$ cat src/rtl/nvseq_pkg.sv
package nvseq_pkg;
    localparam int ADDR_W    = 16;
    localparam int KEY_COUNT = 5;

    localparam logic [ADDR_W-1:0] STORE_KEY  = 16'h8FC0;
    localparam logic [ADDR_W-1:0] RECALL_KEY = 16'h4C63;

    // Lead-in key for a given step; the order is behaviour.
    function automatic logic [ADDR_W-1:0] key_addr(input int idx);
        case (idx)
            0:       return 16'h4E38;
            1:       return 16'hB1C7;
            2:       return 16'h83E0;
            3:       return 16'h7C1F;
            default: return 16'h703F;
        endcase
    endfunction
endpackage

$ cat src/rtl/nvseq_key_cmp.sv
module nvseq_key_cmp
    import nvseq_pkg::*;
(
    input  logic [ADDR_W-1:0]    addr,
    output logic [KEY_COUNT-1:0] key_hit,
    output logic                 store_hit,
    output logic                 recall_hit
);
    for (genvar g = 0; g < KEY_COUNT; g++) begin : g_key
        assign key_hit[g] = (addr == key_addr(g));
    end

    assign store_hit  = (addr == STORE_KEY);
    assign recall_hit = (addr == RECALL_KEY);
endmodule

$ cat src/rtl/nvseq_matcher.sv
module nvseq_matcher
    import nvseq_pkg::*;
(
    input  logic                 clk,
    input  logic                 rst_n,
    input  logic                 acc_ok,
    input  logic                 acc_wr,
    input  logic [KEY_COUNT-1:0] key_hit,
    input  logic                 store_hit,
    input  logic                 recall_hit,
    output logic                 launch_store,
    output logic                 launch_recall
);
    localparam int STEP_W = $clog2(KEY_COUNT + 1);
    localparam logic [STEP_W-1:0] LAST_STEP = STEP_W'(KEY_COUNT);

    typedef struct packed {
        logic [STEP_W-1:0] step;
    } mstate_t;

    mstate_t st_d, st_q;
    logic    adv;

    always_comb begin
        adv = 1'b0;
        for (int i = 0; i < KEY_COUNT; i++) begin
            if (st_q.step == STEP_W'(i) && key_hit[i]) adv = 1'b1;
        end
    end

    always_comb begin
        st_d          = st_q;
        launch_store  = 1'b0;
        launch_recall = 1'b0;
        if (acc_ok) begin
            if (acc_wr) begin
                st_d.step = '0;
            end else if (st_q.step == LAST_STEP) begin
                launch_store  = store_hit;
                launch_recall = recall_hit;
                st_d.step     = key_hit[0] ? STEP_W'(1) : '0;
            end else if (adv) begin
                st_d.step = st_q.step + STEP_W'(1);
            end else begin
                st_d.step = key_hit[0] ? STEP_W'(1) : '0;
            end
        end
    end

    always_ff @(posedge clk) begin
        if (!rst_n) st_q <= '0;
        else        st_q <= st_d;
    end
endmodule

$ cat src/rtl/nvseq_op_timer.sv
module nvseq_op_timer #(
    parameter int OP_CYCLES = 16
) (
    input  logic clk,
    input  logic rst_n,
    input  logic launch_store,
    input  logic launch_recall,
    output logic store_go,
    output logic recall_go,
    output logic busy
);
    localparam int CNT_W = $clog2(OP_CYCLES + 1);

    typedef struct packed {
        logic             busy;
        logic             store_go;
        logic             recall_go;
        logic [CNT_W-1:0] cnt;
    } tstate_t;

    tstate_t t_d, t_q;

    always_comb begin
        t_d           = t_q;
        t_d.store_go  = 1'b0;
        t_d.recall_go = 1'b0;
        if (launch_store || launch_recall) begin
            t_d.busy      = 1'b1;
            t_d.cnt       = CNT_W'(OP_CYCLES - 1);
            t_d.store_go  = launch_store;
            t_d.recall_go = launch_recall;
        end else if (t_q.busy) begin
            if (t_q.cnt == '0) t_d.busy = 1'b0;
            else               t_d.cnt  = t_q.cnt - CNT_W'(1);
        end
    end

    always_ff @(posedge clk) begin
        if (!rst_n) t_q <= '0;
        else        t_q <= t_d;
    end

    assign store_go  = t_q.store_go;
    assign recall_go = t_q.recall_go;
    assign busy      = t_q.busy;
endmodule

$ cat src/rtl/nvseq_detect.sv
module nvseq_detect #(
    parameter int OP_CYCLES = 16
) (
    input  logic        clk,
    input  logic        rst_n,
    input  logic        acc_vld,
    input  logic        acc_wr,
    input  logic [15:0] acc_addr,
    output logic        store_go,
    output logic        recall_go,
    output logic        bus_disable
);
    import nvseq_pkg::*;

    logic [KEY_COUNT-1:0] key_hit;
    logic                 store_hit, recall_hit;
    logic                 launch_store, launch_recall;
    logic                 busy;
    logic                 acc_ok;

    assign acc_ok = acc_vld && !busy;

    nvseq_key_cmp u_cmp (
        .addr       (acc_addr),
        .key_hit    (key_hit),
        .store_hit  (store_hit),
        .recall_hit (recall_hit)
    );

    nvseq_matcher u_match (
        .clk           (clk),
        .rst_n         (rst_n),
        .acc_ok        (acc_ok),
        .acc_wr        (acc_wr),
        .key_hit       (key_hit),
        .store_hit     (store_hit),
        .recall_hit    (recall_hit),
        .launch_store  (launch_store),
        .launch_recall (launch_recall)
    );

    nvseq_op_timer #(.OP_CYCLES(OP_CYCLES)) u_timer (
        .clk           (clk),
        .rst_n         (rst_n),
        .launch_store  (launch_store),
        .launch_recall (launch_recall),
        .store_go      (store_go),
        .recall_go     (recall_go),
        .busy          (busy)
    );

    assign bus_disable = busy;
endmodule

$ cat config.mk
export PLATFORM = sky130hd
export DESIGN_NAME = nvseq_detect
export DESIGN_NICKNAME = d
export VERILOG_FILES = /design/src/rtl/nvseq_pkg.sv /design/src/rtl/nvseq_key_cmp.sv /design/src/rtl/nvseq_matcher.sv /design/src/rtl/nvseq_op_timer.sv /design/src/rtl/nvseq_detect.sv
export SDC_FILE = /design/constraint.sdc
export NUM_CORES = 1
export LEC_CHECK = 0
export BUFFER_PORTS_ARGS = -buffer_cell sky130_fd_sc_hd__buf_2
export CORE_UTILIZATION = 45
export DETAILED_ROUTE_END_ITERATION = 12
export PLACE_DENSITY = 0.71
export SLEW_MARGIN = 10
export SYNTH_ARGS = -nofsm -noshare
export SYNTH_HDL_FRONTEND = slang
export SYNTH_SLANG_ARGS = --single-unit
export TNS_END_PERCENT = 5
$ cat constraint.sdc
create_clock -name clk -period 3.31 [get_ports clk]
set_input_delay 0 -clock clk [delete_from_list [all_inputs] [get_ports clk]]
set_output_delay 0 -clock clk [all_outputs]
set_load 0.02 [all_outputs]
==> results by group <==
Global routing
  – Total gr overflow: 0
  – Vias in the first global route: 698
  – Largest net degree at the start of global routing: 15
  – First-pass GRT wire length: 2.79 mm
  – Tot GR Track Use: between 15 and 20%
  – Antenna violations before repair: 0

Place
  – DP Area: approximately 930 sq um
  – # port buffers: 22
  – HPWL after DPL: between 1 and 1.5 mm
  – Placer Congestion: 0.828
  – Dpl ws: 1.67 ns

Clock network
  – Total clock sinks: 11
  – # resized after CTS: 0
  – Clock Path Buffers: 2
  – Clock Pin Slew Worst Setup and Hold Paths: 0.07 ns
  – CTS H-Tree Depth: 1
  – Total CTS buffers: 3
  – Clock root buffer: clkbuf_4
  – Worst-skew pair later-pin latency: 0.27 ns
  – CTS tree: built
  – Setup repair bufs after CTS: 0
  – Hold-fix buffers, CTS: 0

Logic synthesis
  – Seq/Total Area, Yosys: 27.5%
  – Mapped Area: roughly 800 sq um
  – Largest family of logic cells by synthesized area: simple AND/OR/NAND/NOR gates
  – Post-synth cell types: 36
  – Post-synthesis mux area share: 0%
  – Post-Synth Adder-Cell Area: 10.9%
  – Post-synthesis register bit count: 11
  – Synth Flop Type: dfxtp_1
  – Mapped Cells: 88
  – Syn Area/Cell: 9.10 sq um
  – Number of enable flip-flop cells after synthesis: 0
  – Ys Warns: 0
  – Syn Nets: about 120
  – Synth Area in Compound Gates: 14.2%
  – Post-synthesis simple-gate area fraction: around 39%
  – Async set-reset flop share out of synthesis: 0%
  – Xor/xnor share of the synthesized area: 4.38%

Drt
  – Starting DRT DRC Count: 9
  – Wirelength, routed: 1.58 mm
  – Vias: around 730
  – Router iterations before antenna repair: 6
  – Final ANT Viol Nets: 0
  – Via density: roughly 5.7
  – # DRC: 0
  – Drt wl/cell: 12.2 um

Finish
  – Share of cells above drive strength 1: between 30 and 40%
  – Fin area: 953 sq um
  – Layout fillers: 150
  – Area Overhead vs Synth: 19.1%
  – Inserted Diodes: 0
  – Nets: 141
  – Commonest non-fill, non-tap cell in the layout: buf_2
  – Commonest non-fill, non-tap cells in the layout: buf_2 (22), dfxtp_1 (11), inv_1 (7), nand2_1 (7), ha_1 (7)

STA
  – TNS Setup: 0 ns
  – Peak Freq: 592 MHz
  – Slew at the pin with the worst max-slew slack: 0.456 ns
  – RSZ-0062 raised after global routing: false
  – Tmin final: around 1.7 ns
  – Slack of the critical path: 1.62 ns
  – Slew HR: 69.5%
  – Final Hold Fails: 0
  – Worst Skew: 0.00277 ns
  – Max Slew Vio Count: 0
  – Final setup fails: 0
  – Final worst-path cycle share: between 50 and 60%

Status
  – Status: complete, no violations

Critical path
  – Worst Setup Path Type: reg -> reg
  – Worst reg2reg path endpoint: u_match.st_q[0]
  – Worst setup path end: u_match.st_q[0]
  – Max FO, Critical Path: 4
  – Required @ worst endpoint: 3.51 ns
  – Crit path DAT: approximately 1.9 ns
  – Reg2Reg Depth: 7
  – Setup crit start kind: flip-flop
  – Crit end category: flip-flop
  – Reg2reg start: u_match.st_q[0]
  – Worst path max stage delay: 0.45 ns
  – Worst path cell trace: inv_1, ha_1, nand4b_1, or3b_2, o31ai_1, nand2_1, o21ai_0
  – Reg2reg setup slack: 1.62 ns
  – Crit path max-delay cell type: or3b_2
  – Crit path launch: u_match.st_q[0]

Hold path
  – Worst Hold Class: in -> reg

Power
  – Peak supply drop: roughly 0.00014 V
  – Pwr/cell area: 266 nW/um^2
  – Leak: 0.417 nW

Floorplan
  – # rows: 14
  – Die area: 1950 sq um
  – Initial Utilization: between 50 and 60%
  – Chip Width: about 44 um
  – IO Count: 23
  – Die Ht: 44.2 um
  – Core area: 1580 sq um

Job
  – Maxcap violations: 0
## registers in the layout, summed over array words and instances, names as in the netlist
register and count:
u_match.st_q 3, u_timer.busy 1, u_timer.recall_go 1, u_timer.store_go 1, u_timer.t_q 5
## cells in the mapped netlist, drive strengths merged, types with 2 or more instances
library cell	count	area [sq um]
nand4	2	12.5
nand4b	5	43.8
o21ai	4	20.0
nor2	5	21.3
nor3	2	15.0
dfxtp	11	220
a21boi	5	37.5
nand3	6	30.0
nor4b	2	32.5
and2	2	13.8
or3b	2	20.0
nand2	7	26.3
inv	7	26.3
and3	2	12.5
nor3b	2	20.0
nor4	3	33.8
ha	7	87.6
xnor2	3	26.3
## stage by stage
stage,util [%],hold WS [ns],total power [mW],instances
2_1_floorplan,-,0.153,0.147,88
3_3_place_gp,58.8,0.358,0.164,125
3_5_place_dp,58.8,0.360,0.165,125
4_1_cts,60.5,0.0756,0.257,129
5_1_grt,60.5,0.104,0.267,129
6_report,60.5,0.0782,0.254,129
## critical path, delay by kind of cell (launching register included)
family	cells	cell delay, ns
and+or+nand+nor	3	0.63
adders and majority gates	1	0.22
DFF	1	0.39
AOI/OAI and AO/OA	2	0.28
buffers and inverters	1	0.10
## worst min-delay path by stage
| stage | from | to | slack (ns) | depth (start not counted) |
|---|---|---|---|---|
| after floorplan | rst_n | u_timer.t_q[3] | 0.15 | 1 |
| after global placement | rst_n | u_match.st_q[0] | 0.36 | 3 |
| after detailed placement | rst_n | u_match.st_q[0] | 0.36 | 3 |
| after CTS | rst_n | u_match.st_q[0] | 0.08 | 3 |
| after global routing | rst_n | u_timer.t_q[0] | 0.10 | 2 |
| final | rst_n | u_match.st_q[0] | 0.08 | 3 |
## cell families after synthesis
family / Yosys count
AO/OA/AOI/OAI: 14
AND/OR/NAND/NOR: 44
XOR/XNOR: 4
buffers and inverters: 8
flip-flops: 11
adder cells (fa/ha/maj): 7
## power by group
part           switching, mW  total [mW]  internal, mW
Combinational         0.0155      0.0295        0.0140
Sequential       0.000000127       0.132         0.132
Clock                 0.0451      0.0918        0.0467
Total                 0.0606       0.254         0.193
## final cells by class
cell class              instances  area (sq um)  area share [%]
flip-flops and latches         11           220            23.1
repair buffers                 22           110            11.5
well taps                      16          20.0            2.10
clock buffers                   4          26.3            2.76
inverters                       7          26.3            2.76
multi-input cells              69           551            57.7
## per-layer routing
layer,routed length [um],up-vias,GRT usage [%]
met4,23,0,9.09
met3,61,4,3.67
met2,807,17,33.2
met5,0,-,0
li1,-,372,-
met1,685,336,23.3
Note: power is estimated with default switching activity, not from simulation.
